**src/rtl/tw_pkg.sv**
```systemverilog
package tw_pkg;
    typedef enum logic [1:0] {
        ST_STOP = 2'd0,
        ST_RUN  = 2'd1,
        ST_WDOG = 2'd2
    } tw_state_e;

    localparam logic [2:0] A_CTRL = 3'd0;
    localparam logic [2:0] A_PRE  = 3'd1;
    localparam logic [2:0] A_CLO  = 3'd2;
    localparam logic [2:0] A_CHI  = 3'd3;
    localparam logic [2:0] A_STAT = 3'd4;
    localparam logic [2:0] A_KICK = 3'd5;
endpackage

```
**src/rtl/tw_tick_src.sv**
```systemverilog
// Source of prescaler steps: internal clock divider or synchronized falling edge.
module tw_tick_src #(
    parameter int DIV_LOG = 2
) (
    input  logic clk,
    input  logic rst_n,
    input  logic run,
    input  logic ext_mode,
    input  logic clr,
    input  logic ext_in,
    output logic tick
);
    logic [DIV_LOG-1:0] div_q;
    logic s1_q, s2_q, s3_q;
    logic fall;

    always_ff @(posedge clk or negedge rst_n) begin
        if (!rst_n) begin
            s1_q <= 1'b1;
            s2_q <= 1'b1;
            s3_q <= 1'b1;
        end else begin
            s1_q <= ext_in;
            s2_q <= s1_q;
            s3_q <= s2_q;
        end
    end

    assign fall = s3_q & ~s2_q;

    always_ff @(posedge clk or negedge rst_n) begin
        if (!rst_n)
            div_q <= '0;
        else if (clr)
            div_q <= '0;
        else if (run && !ext_mode)
            div_q <= div_q + 1'b1;
    end

    assign tick = run & ~clr & (ext_mode ? fall : (div_q == '1));
endmodule

```
**src/rtl/tw_prescaler.sv**
```systemverilog
// Reloading prescaler: one output step per (value+1) input steps.
module tw_prescaler #(
    parameter int PRE_W = 8
) (
    input  logic             clk,
    input  logic             rst_n,
    input  logic             tick,
    input  logic             load,
    input  logic [PRE_W-1:0] value,
    output logic             ptick
);
    logic [PRE_W-1:0] pcnt_q;

    always_ff @(posedge clk or negedge rst_n) begin
        if (!rst_n)
            pcnt_q <= '1;
        else if (load)
            pcnt_q <= value;
        else if (tick)
            pcnt_q <= (pcnt_q == '0) ? value : pcnt_q - 1'b1;
    end

    assign ptick = tick & ~load & (pcnt_q == '0);
endmodule

```
**src/rtl/tw_timer_wdog.sv**
```systemverilog
module tw_timer_wdog #(
    parameter int CNT_W   = 16,
    parameter int PRE_W   = 8,
    parameter int DIV_LOG = 2
) (
    input  logic       clk,
    input  logic       rst_n,
    input  logic       wr_en,
    input  logic [2:0] wr_addr,
    input  logic [7:0] wr_data,
    input  logic [2:0] rd_addr,
    output logic [7:0] rd_data,
    input  logic       ext_in,
    input  logic       wd_force,
    output logic       irq,
    output logic       sq_out,
    output logic       wd_rst
);
    import tw_pkg::*;

    localparam int HI_W = CNT_W - 8;

    tw_state_e        state_q, nxt;
    logic             st_sp_q, cont_q, in_en_q, wd_en_q, dirty_q, flag_q;
    logic [PRE_W-1:0] pre_q;
    logic [CNT_W-1:0] cnst_q, cnt_q;
    logic             wr_ctrl, wr_pre, wr_const, wr_stat, wr_kick;
    logic             running, src_tick, ptick, eoc, wd_act, kick, start_go;

    assign wr_ctrl  = wr_en && (wr_addr == A_CTRL);
    assign wr_pre   = wr_en && (wr_addr == A_PRE);
    assign wr_const = wr_en && ((wr_addr == A_CLO) || (wr_addr == A_CHI));
    assign wr_stat  = wr_en && (wr_addr == A_STAT);
    assign wr_kick  = wr_en && (wr_addr == A_KICK);
    assign wd_act   = wd_en_q | wd_force;
    assign running  = (state_q != ST_STOP);
    assign kick     = wr_kick && (state_q == ST_WDOG);
    assign eoc      = running && ptick && (cnt_q == '0);
    assign start_go = (state_q == ST_STOP) && (nxt == ST_RUN);

    tw_tick_src #(.DIV_LOG(DIV_LOG)) u_src (
        .clk(clk), .rst_n(rst_n), .run(running), .ext_mode(in_en_q),
        .clr(kick), .ext_in(ext_in), .tick(src_tick)
    );

    tw_prescaler #(.PRE_W(PRE_W)) u_pre (
        .clk(clk), .rst_n(rst_n), .tick(src_tick), .load(wr_pre | kick),
        .value(wr_pre ? wr_data[PRE_W-1:0] : pre_q), .ptick(ptick)
    );

    // Control and constant registers
    always_ff @(posedge clk or negedge rst_n) begin
        if (!rst_n) begin
            st_sp_q <= 1'b0;
            cont_q  <= 1'b0;
            in_en_q <= 1'b0;
            wd_en_q <= 1'b0;
            pre_q   <= '1;
            cnst_q  <= '1;
            dirty_q <= 1'b0;
        end else begin
            if (eoc && (state_q == ST_RUN) && !cont_q)
                st_sp_q <= 1'b0;
            if (wr_ctrl) begin
                st_sp_q <= wr_data[0];
                cont_q  <= wr_data[1];
                in_en_q <= wr_data[2];
                wd_en_q <= wd_en_q | wr_data[3];
            end
            if (wr_pre)
                pre_q <= wr_data[PRE_W-1:0];
            if (wr_en && (wr_addr == A_CLO))
                cnst_q[7:0] <= wr_data;
            if (wr_en && (wr_addr == A_CHI))
                cnst_q[CNT_W-1:8] <= wr_data[HI_W-1:0];
            if (wr_const && (state_q == ST_STOP))
                dirty_q <= 1'b1;
            else if (start_go)
                dirty_q <= 1'b0;
        end
    end

    // State register
    always_ff @(posedge clk or negedge rst_n) begin
        if (!rst_n)
            state_q <= ST_STOP;
        else
            state_q <= nxt;
    end

    // Next-state logic
    always_comb begin
        nxt = state_q;
        if (wd_act) begin
            nxt = ST_WDOG;                                   // force
        end else begin
            unique case (state_q)
                ST_STOP: if (wr_ctrl && wr_data[0]) nxt = ST_RUN;  // start
                ST_RUN: begin
                    if (wr_ctrl)
                        nxt = wr_data[0] ? ST_RUN : ST_STOP;   // stop
                    else if (eoc && !cont_q)
                        nxt = ST_STOP;                         // single end
                end
                ST_WDOG: nxt = st_sp_q ? ST_RUN : ST_STOP;     // release
                default: nxt = ST_STOP;
            endcase
        end
    end

    // Counter
    always_ff @(posedge clk or negedge rst_n) begin
        if (!rst_n)
            cnt_q <= '1;
        else if (kick)
            cnt_q <= cnst_q;
        else if (start_go && dirty_q)
            cnt_q <= cnst_q;
        else if (running && ptick)
            cnt_q <= (cnt_q == '0) ? cnst_q : cnt_q - 1'b1;
    end

    // Outputs
    always_ff @(posedge clk or negedge rst_n) begin
        if (!rst_n) begin
            flag_q <= 1'b0;
            sq_out <= 1'b0;
            wd_rst <= 1'b0;
        end else begin
            wd_rst <= eoc && (state_q == ST_WDOG);
            if (eoc && (state_q == ST_RUN)) begin
                flag_q <= 1'b1;
                sq_out <= ~sq_out;
            end else if (wr_stat && wr_data[0]) begin
                flag_q <= 1'b0;
            end
        end
    end

    assign irq = flag_q;

    always_comb begin
        unique case (rd_addr)
            A_CTRL:  rd_data = {4'b0, wd_en_q, in_en_q, cont_q, st_sp_q};
            A_PRE:   rd_data = 8'(pre_q);
            A_CLO:   rd_data = cnt_q[7:0];
            A_CHI:   rd_data = 8'(cnt_q >> 8);
            A_STAT:  rd_data = {7'b0, flag_q};
            default: rd_data = 8'h00;
        endcase
    end
endmodule

```
**config.mk**
```make
export PLATFORM = sky130hd
export DESIGN_NAME = tw_timer_wdog
export DESIGN_NICKNAME = d
export VERILOG_FILES = /design/src/rtl/tw_pkg.sv /design/src/rtl/tw_tick_src.sv /design/src/rtl/tw_prescaler.sv /design/src/rtl/tw_timer_wdog.sv
export SDC_FILE = /design/constraint.sdc
export NUM_CORES = 1
export LEC_CHECK = 0
export ABC_AREA = 1
export BUFFER_PORTS_ARGS = -buffer_cell sky130_fd_sc_hd__buf_2
export CORE_ASPECT_RATIO = 1.4
export CORE_UTILIZATION = 60
export DETAILED_ROUTE_END_ITERATION = 10
export PLACE_DENSITY = 0.87
export SYNTH_ARGS = -nofsm -noshare
export SYNTH_HDL_FRONTEND = slang
export SYNTH_SLANG_ARGS = --single-unit
```
**constraint.sdc**
```tcl
create_clock -name clk -period 2.5 [get_ports clk]
set_clock_uncertainty 0.2 [all_clocks]
set_input_delay 0.625 -clock clk [delete_from_list [all_inputs] [get_ports clk]]
set_output_delay 0.625 -clock clk [all_outputs]
set_load 0.02 [all_outputs]
```
==> out/qor.yml, run 1 <==
finish:
  n_antenna_cell: 0
  final_nets: 536
  drive_above_1_share_pct: 28.4
  stdcell_count: 588
  n_fill_cell: 431
  finalInstanceArea_um2: 4230
  areaGrowthSynthToFinish_pct: 14.6
synthesis:
  synthArstFlopShare_pct: 100
  synth_top_family_by_area: "simple AND/OR/NAND/NOR gates"
  ys_ff_latch: 63
  yosysUniqueCellTypes: 40
  yosysSeqAreaShare_pct: 44.5
  synth-xor-area-share_pct: 4.04
  synth_top_area_share_pct: 36.3
  synth-edff-count: 0
  syn_avg_cell_area_um2: 7.91
  yosys_warnings: 0
  synth_compound_area_share_pct: 9.74
  synthMuxAreaShare_pct: 0
  synth_fa_ha_area_share_pct: 1.36
  synth_cells: 466
  synthSimpleGateAreaFrac_pct: 28.9
  ys.flop_type: "dfstp_2"
  synth.most_common_cell: "nand2_1"
  syn_area_um2: 3690
  synthTopCellsByCount: "nand2_1, inv_1, dfstp_2"
  yosysTopAreaCell: "dfstp_2"
  syn_nets: 489
  synth.area.top_cells: "dfstp_2, nand2_1, dfrtp_1"
cts:
  htreeDepth: 3
  path_clk_slew_ns: 0.06
  cts_buffer_depth: 2
  clk_latency_ns: 0.34
  cts_buffers: 9
  cts_tree: "done"
  hold_buffers: 0
  clock_sinks: 63
  cts_root_buffer: "clkbuf_8"
placed_design:
  placed_area_um2: 3940
  hpwl_um: 6130
  place.gp.congestion: 0.943
  portBuffers: 29
  dp_slack_ns: 0.0687
  dp.cells: 565
power:
  vdd_drop_max_uv: 615
  power_frac_seq_pct: 41.5
  clkPwrFrac_pct: 19.4
  switching_share_pct: 39.0
  combPwrFrac_pct: 39.2
  power_leakage_nw: 2.11
  power_w: 0.00427
  p_sw_w: 0.00166
  p_int_w: 0.00260
  p_per_area_nw_per_um2: 1010
grt:
  grtUsageTotal_pct: 29.3
  antenna_found_initial: 0
  grt_pass1_wl_um: 13700
  overflow: 0
  grt_max_degree: 64
  grt_pass1_vias: 3103
hold_path:
  hp-class: "in2async"
sta:
  max_slew_margin_pct: 62.8
  slew_viol_final: 0
  fmax_mhz: 410
  fin_crit_sh_pct: 97.6
  finalHoldViolCount: 0
  fin_crit_ns: 2.44
  setup_ws_ns: 0.0590
  setup_viol: 0
  tightest_slew_ns: 0.556
setup_path:
  critical_path_required_ns: 1.67
  critPathCaptureType: "output pin"
  crit_family: "buffers and inverters"
  worstPathMaxFanout: 8
  crit_buf_inv: 4
  r2r_slack_ns: 0.14
  reg2reg_to: "cnt_q[15]"
  slowest_stage: "a221oi_1"
  arrival_ns: 1.62
  cp_common_cell: "buf_2"
  crit_chain: "buf_2, inv_1, nor3_1, buf_4, a221oi_1, nand3_1, buf_2"
  cpPeakStageDelay_ns: 0.28
  path_class: "in2out"
  ff2ff_path_depth: 14
  r2r_start: "cnt_q[0]"
  setup.worst_path.start_class: "primary input"
routing:
  ant_nets: 0
  drt_iter0_drc: 265
  drc: 0
  wl_um: 8830
  first_pass_iters: 5
  wl_per_cell_um: 15.0
  viasPerCell: 5.69
  dr_total_vias: 3343
job:
  drv_cap: 0
floorplanning:
  io_pins: 30
  rows: 33
  core_area_um2: 5900
  die_width_um: 68.3
  die_y_um: 94.8
  start_util_pct: 62.4
  die_area_um2: 6470
status:
  status: "complete, no violations"
-- area by class of cell --
cell class | count | area, um2 | area share [%]
Clock buffer | 13 | 169 | 4.00
Inverter | 84 | 334 | 7.90
Tap cell | 70 | 87.6 | 2.07
Clock inverter | 3 | 17.5 | 0.414
Sequential cell | 63 | 1640 | 38.8
Multi-Input combinational cell | 309 | 1660 | 39.2
Timing Repair Buffer | 46 | 323 | 7.64
-- worst max-delay path by stage --
stage                           from         end  depth (start not counted)
after floorplan           rd_addr[0]  rd_data[4]                          3
after global placement    rd_addr[2]  rd_data[4]                          5
after detailed placement  rd_addr[0]  rd_data[0]                          8
after CTS                 rd_addr[1]  rd_data[4]                          5
after global routing        cnt_q[0]   cnt_q[15]                         14
final                     rd_addr[1]  rd_data[0]                          7
-- sequential cells by signal, indices dropped and copies added, names as in the netlist --
name and flops:
state_q 2, u_pre.pcnt_q 8, u_src.s1_q 1, wd_rst 1, cnst_q 16, sq_out 1, cont_q 1, wd_en_q 1
cnt_q 16, u_src.s3_q 1, in_en_q 1, dirty_q 1, u_src.div_q 2, st_sp_q 1, irq 1, u_src.s2_q 1
pre_q 8
-- worst reg2reg max path: cells and delay by family, from the launching register on --
kind                       cells  cell delay, ns
and+or+nand+nor               11            1.25
DFF                            1            0.39
adders and majority gates      1            0.20
buffers and inverters          2            0.25
-- cells by family after synthesis --
family | count (synthesis)
fa+ha+maj | 4
buf+inv | 95
flops | 63
compound gates | 63
xor+xnor | 17
simple gates | 224
-- per-layer routing --
layer	routed length (um)	up-vias	global-route usage (%)
met3	457	32	7.37
met5	0	-	0
met1	3460	1589	34.0
met4	322	0	13.7
li1	-	1585	-
met2	4590	137	49.2
-- cells in the final DEF, fill, tap and decap left out, types with 4 or more instances in the layout --
cell type	instances
inv_1	76
xnor2_1	4
nor2_1	20
inv_2	6
nor2_2	5
o21ai_1	6
o211ai_1	4
dfstp_2	51
a21oi_1	4
nand3_1	30
nor2_4	4
nand2_2	6
nor3_1	6
o21ai_0	37
buf_4	13
buf_2	29
nand4_1	20
dfrtp_1	12
clkbuf_8	12
nand2_1	123
xor2_1	13
-- metrics by stage --
stage / util, % / setup TNS [ns] / hold slack (ns)
finish: 71.6 / 0 / 0.0841
global placement: 66.7 / 0 / 0.148
global route: 71.6 / -0.0183 / 0.113
detailed placement: 66.7 / 0 / 0.149
floorplan: - / 0 / 0.129
CTS: 69.8 / 0 / 0.0866
-- power groups by stage --
stage | Combinational (W) | Sequential (W) | Clock (W)
2_1_floorplan | 0.00127 | 0.00169 | 0
3_3_place_gp | 0.00151 | 0.00177 | 0
3_5_place_dp | 0.00156 | 0.00178 | 0
4_1_cts | 0.00158 | 0.00177 | 0.000838
5_1_grt | 0.00190 | 0.00180 | 0.000877
6_report | 0.00167 | 0.00177 | 0.000826
-- repair_timing --
action / CTS / global route
endpoints found under the hold margin: 0 / 0
buffers inserted: 0 / 5
resized for setup: 0 / 8
endpoints found under the setup margin: 0 / 11
Power figures use the tool's default switching activity.
==> run 2: changes to the inputs <==
- CTS_BUF_LIST: not set -> sky130_fd_sc_hd__clkbuf_4 sky130_fd_sc_hd__clkbuf_8
==> run 2 against run 1 <==
Hold slack about the same. Cell count unchanged. Non-clock buffer count unchanged.
==> out/qor.yml, run 2 (synthesized netlist as in run 1, its figures left out) <==
setup_path:
  crit_family: "buffers and inverters"  # unchanged
  critical_path_required_ns: 1.67  # about the same
  cp_common_cell: "buf_2"  # unchanged
  setup.worst_path.start_class: "primary input"  # unchanged
  crit_start: "rd_addr[1]"  # unchanged
  worstPathMaxFanout: 8  # unchanged
  crit_buf_inv: 4  # unchanged
  crit_chain: "buf_2, inv_1, nor3_1, buf_4, a221oi_1, nand3_1, buf_2"  # unchanged
  path_class: "in2out"  # unchanged
  arrival_ns: 1.62  # about the same
  r2r_start: "cnt_q[0]"  # unchanged
  cpPeakStageDelay_ns: 0.28  # about the same
  slowest_stage: "a221oi_1"  # unchanged
  critPathCaptureType: "output pin"  # unchanged
placed_design:
  portBuffers: 29  # unchanged
  dp_slack_ns: 0.0687  # unchanged
  place.gp.congestion: 0.943  # unchanged
  hpwl_um: 6130  # unchanged
sta:
  max_slew_margin_pct: 63.0  # was 62.8%
  setup_viol: 0  # unchanged
  whs_ns: 0.0842  # was 0.0841 ns
  fmax_mhz: 409  # was 410 MHz
  finalHoldViolCount: 0  # unchanged
  setup_ws_ns: 0.0563  # was 0.0590 ns
  fin_crit_sh_pct: 97.7  # was 97.6%
  fin_crit_ns: 2.44  # about the same
  tightest_slew_ns: 0.553  # was 0.556 ns
  tns_ns: 0  # unchanged
  slew_viol_final: 0  # unchanged
routing:
  drt_iter0_drc: 278  # was 265
  wl_um: 8830  # about the same
  viasPerCell: 5.67  # was 5.69
  drc: 0  # unchanged
  wl_per_cell_um: 15.0  # about the same
  first_pass_iters: 7  # was 5
  dr_total_vias: 3336  # was 3343
  ant_nets: 0  # unchanged
power:
  power_leakage_nw: 2.12  # was 2.11 nW
  power_w: 0.00428  # was 0.00427 W
  p_per_area_nw_per_um2: 1010  # about the same
  vdd_drop_max_uv: 616  # was 615 uV
grt:
  overflow: 0  # unchanged
  grt_pass1_vias: 3103  # unchanged
  grtUsageTotal_pct: 29.3  # unchanged
  grt_pass1_wl_um: 13700  # unchanged
  antenna_found_initial: 0  # unchanged
  grt_max_degree: 64  # unchanged
floorplanning:
  core_area_um2: 5900  # unchanged
  start_util_pct: 62.4  # unchanged
  die_area_um2: 6470  # unchanged
  io_pins: 30  # unchanged
  die_width_um: 68.3  # unchanged
  rows: 33  # unchanged
  die_y_um: 94.8  # unchanged
cts:
  path_clk_slew_ns: 0.06  # about the same
  cts_root_buffer: "clkbuf_8"  # unchanged
  htreeDepth: 3  # unchanged
  clock_sinks: 63  # unchanged
  cts_buffers: 9  # unchanged
  clk_latency_ns: 0.34  # about the same
  hold_buffers: 0  # unchanged
  cts_tree: "done"  # unchanged
  cts_buffer_depth: 2  # unchanged
finish:
  n_antenna_cell: 0  # unchanged
  areaGrowthSynthToFinish_pct: 14.7  # was 14.6%
  layout_commonest_cell: "nand2_1"  # unchanged
  n_fill_cell: 429  # was 431
  mostFrequentLayoutCells: "nand2_1, inv_1, dfstp_2"  # unchanged
  fin_util_pct: 71.6  # about the same
  top_regs: "cnst_q (16), cnt_q (16)"  # unchanged
  drive_above_1_share_pct: 28.6  # was 28.4%
  final_nets: 536  # unchanged
hold_path:
  hp-class: "in2async"  # unchanged
job:
  drv_cap: 0  # unchanged
status:
  status: "complete, no violations"  # unchanged
[run 2: where the power goes]
| part | leakage (nW) | total [W] | switching, W | internal (W) |
|---|---|---|---|---|
| sequential | 0.682 | 0.00177 | 0.000273 | 0.00150 |
| combinational | 1.34 | 0.00167 | 0.00100 | 0.000669 |
| clock | 0.0988 | 0.000837 | 0.000388 | 0.000449 |
| total | 2.12 | 0.00428 | 0.00166 | 0.00261 |
[run 2: final timing paths]
kind	endpoint	slack, ns	depth (start not counted)
worst max register to register	cnt_q[15]	0.14	14
max in group asynchronous	pre_q[4]	1.71	2
worst min-delay path	dirty_q	0.08	2
worst min register to register	u_src.s2_q	0.16	0
worst max-delay path	rd_data[0]	0.06	7
min in group clk	u_src.s2_q	0.16	0
[run 2: layer usage]
| layer | vias up | wire length (um) | GRT usage [%] |
|---|---|---|---|
| met1 | 1599 | 3480 | 34.0 |
| met3 | 27 | 446 | 7.37 |
| met5 | - | 0 | 0 |
| met2 | 125 | 4610 | 49.2 |
| li1 | 1585 | - | - |
| met4 | 0 | 293 | 13.7 |
[run 2: layout make-up]
cell class / count / area (um2) / share of cell area [%]
Multi-Input combinational cell: 309 / 1660 / 39.1
Tap cell: 70 / 87.6 / 2.07
Timing Repair Buffer: 46 / 323 / 7.63
Clock inverter: 3 / 17.5 / 0.414
Inverter: 84 / 334 / 7.90
Clock buffer: 13 / 173 / 4.08
Sequential cell: 63 / 1640 / 38.8
[run 2: repair_timing]
action / in CTS / in global routing
gates resized for setup: 0 / 8
setup buffers: 0 / 5
endpoints found under the setup margin: 0 / 11
[run 2: per-stage QoR]
step	std cells	instance area [um2]
finish	588	4230
floorplan	466	3690
CTS	581	4130
global placement	565	3940
detailed placement	565	3940
global route	588	4230
==> run 3: changes to the inputs <==
- REMOVE_ABC_BUFFERS: not set -> 1
==> run 3 against run 2 <==
Global-route usage increased by 1.2 points. Utilization decreased by 1.6 points. Non-clock buffer count decreased by 4. Clock power increased by 6.7%. Sequential cell count unchanged. Critical endpoint is now rd_data[4]. Routed wire length decreased by 2.6%. Count of clock-buffer cells in the layout decreased by 1. Cell count decreased by 0.85%. Sequential share of layout area increased by 0.87 points. Largest cell class is now flip-flops and latches. First-iteration DRC count increased by 41%.
==> out/qor.yml, run 3 (synthesized netlist as in run 1, its figures left out) <==
status:
  status: "complete, no violations"  # unchanged
finish:
  final_nets: 531  # was 536
  n_antenna_cell: 0  # unchanged
  layout_commonest_cell: "nand2_1"  # unchanged
  finalInstanceArea_um2: 4140  # was 4230 um2
  seqCellArea_um2: 1640  # unchanged
  drive_above_1_share_pct: 27.5  # was 28.6%
  mostFrequentLayoutCells: "nand2_1, inv_1, dfstp_2"  # unchanged
  n_fill_cell: 453  # was 429
  top_regs: "cnst_q (16), cnt_q (16)"  # unchanged
  areaGrowthSynthToFinish_pct: 12.2  # was 14.7%
  multi_input_area_um2: 1630  # was 1660 um2
  fin_util_pct: 70.1  # was 71.6%
grt:
  grt_pass1_wl_um: 14400  # was 13700 um
  grtUsageTotal_pct: 30.5  # was 29.3%
  grt_pass1_vias: 3131  # was 3103
  antenna_found_initial: 0  # unchanged
  overflow: 0  # unchanged
  grt_max_degree: 30  # was 64
hold_path:
  hp-class: "in2async"  # unchanged
setup_path:
  crit_start: "rd_addr[2]"  # was rd_addr[1]
  cp_common_cell: "buf_2"  # unchanged
  crit_chain: "buf_2, nor3_1, inv_2, o21ai_0, buf_2"  # was buf_2, inv_1, nor3_1, buf_4, a221oi_1, nand3_1, buf_2
  setup.worst_path.start_class: "primary input"  # unchanged
  worstPathMaxFanout: 6  # was 8
  path_class: "in2out"  # unchanged
  r2r_start: "cnt_q[0]"  # unchanged
  reg2reg_to: "cnt_q[4]"  # was cnt_q[15]
  slowest_stage: "nor3_1"  # was a221oi_1
  ff2ff_path_depth: 14  # unchanged
  critical_path_required_ns: 1.67  # about the same
  r2r_slack_ns: 0.13  # was 0.14 ns
  cpPeakStageDelay_ns: 0.29  # was 0.28 ns
  critPathCaptureType: "output pin"  # unchanged
  arrival_ns: 1.61  # was 1.62 ns
routing:
  wl_um: 8600  # was 8830 um
  drc: 0  # unchanged
  drt_iter0_drc: 392  # was 278
  viasPerCell: 5.61  # was 5.67
  ant_nets: 0  # unchanged
  dr_total_vias: 3269  # was 3336
  wl_per_cell_um: 14.7  # was 15.0 um
  first_pass_iters: 5  # was 7
floorplanning:
  start_util_pct: 62.4  # unchanged
  die_width_um: 68.3  # unchanged
  die_y_um: 94.8  # unchanged
  io_pins: 30  # unchanged
  die_area_um2: 6470  # unchanged
  core_area_um2: 5900  # unchanged
  rows: 33  # unchanged
placed_design:
  hpwl_um: 6300  # was 6130 um
  place.gp.congestion: 0.966  # was 0.943
  placed_area_um2: 3930  # was 3940 um2
  dp_slack_ns: 0.0630  # was 0.0687 ns
  portBuffers: 29  # unchanged
sta:
  tns_ns: 0  # unchanged
  max_slew_margin_pct: 59.4  # was 63.0%
  fin_crit_sh_pct: 97.4  # was 97.7%
  fin_crit_ns: 2.44  # about the same
  setup_viol: 0  # unchanged
  slew_viol_final: 0  # unchanged
  rsz0062_at_grt: "yes"
  fmax_mhz: 411  # was 409 MHz
  setup_ws_ns: 0.0641  # was 0.0563 ns
  finalHoldViolCount: 0  # unchanged
  whs_ns: 0.0935  # was 0.0842 ns
  tightest_slew_ns: 0.609  # was 0.553 ns
job:
  drv_cap: 0  # unchanged
cts:
  path_clk_slew_ns: 0.06  # about the same
  cts_buffer_depth: 2  # unchanged
  hold_buffers: 0  # unchanged
  cts_root_buffer: "clkbuf_8"  # unchanged
  clk_latency_ns: 0.34  # about the same
  cts_buffers: 9  # unchanged
  cts_tree: "done"  # unchanged
  htreeDepth: 3  # unchanged
  clock_sinks: 63  # unchanged
  cts_setup_buffers: 0  # unchanged
power:
  p_int_w: 0.00263  # was 0.00261 W
  power_leakage_nw: 2.08  # was 2.12 nW
  combPwrFrac_pct: 37.7  # was 39.1%
  power_frac_seq_pct: 41.4  # about the same
  p_per_area_nw_per_um2: 1030  # was 1010 nW/um2
  vdd_drop_max_uv: 698  # was 616 uV
  p_sw_w: 0.00164  # was 0.00166 W
  clkPwrFrac_pct: 20.9  # was 19.6%
  switching_share_pct: 38.4  # was 38.9%
-- run 3: metal layers --
| layer | vias up | GRT usage [%] | part of all wire (%) |
|---|---|---|---|
| li1 | 1571 | - | - |
| met5 | - | 0 | 0 |
| met4 | 0 | 14.4 | 3.2 |
| met3 | 33 | 7.25 | 5.9 |
| met2 | 128 | 50.3 | 50 |
| met1 | 1537 | 36.6 | 40 |
-- run 3: worst max path at each step --
stage	to	cells after the start
after floorplan	cnt_q[3]	13
after global placement	rd_data[4]	5
after detailed placement	rd_data[1]	6
after CTS	rd_data[1]	6
after global routing	rd_data[3]	5
final	rd_data[4]	5
-- run 3: stage by stage --
step	instances	total power (W)
6_report	583	0.00427
5_1_grt	583	0.00458
4_1_cts	583	0.00426
3_5_place_dp	567	0.00335
3_3_place_gp	567	0.00327
2_1_floorplan	455	0.00293
-- run 3: power groups by stage --
stage	clock network (W)	logic [W]	registers, W
finish	0.000893	0.00161	0.00177
global route	0.000953	0.00182	0.00180
CTS	0.000907	0.00159	0.00176
detailed placement	0	0.00157	0.00177
global placement	0	0.00151	0.00176
floorplan	0	0.00124	0.00169
-- run 3: final cells by class --
| type | count | share of cell area, % |
|---|---|---|
| clock buffers | 12 | 3.69 |
| clock inverters | 4 | 1.09 |
| inverters | 84 | 8.07 |
| multi-input cells | 308 | 39.4 |
| flip-flops and latches | 63 | 39.6 |
| well taps | 70 | 2.12 |
| repair buffers | 42 | 5.96 |
-- run 3: what timing repair did --
action,CTS,global route
resized for setup,0,4
endpoints found under the setup margin,0,12
hold endpoints to repair,0,0
-- run 3: critical path, delay by kind of cell --
kind	cells	cell delay [ns]
AOI/OAI and AO/OA	1	0.23
buffers and inverters	3	0.46
and+or+nand+nor	1	0.29
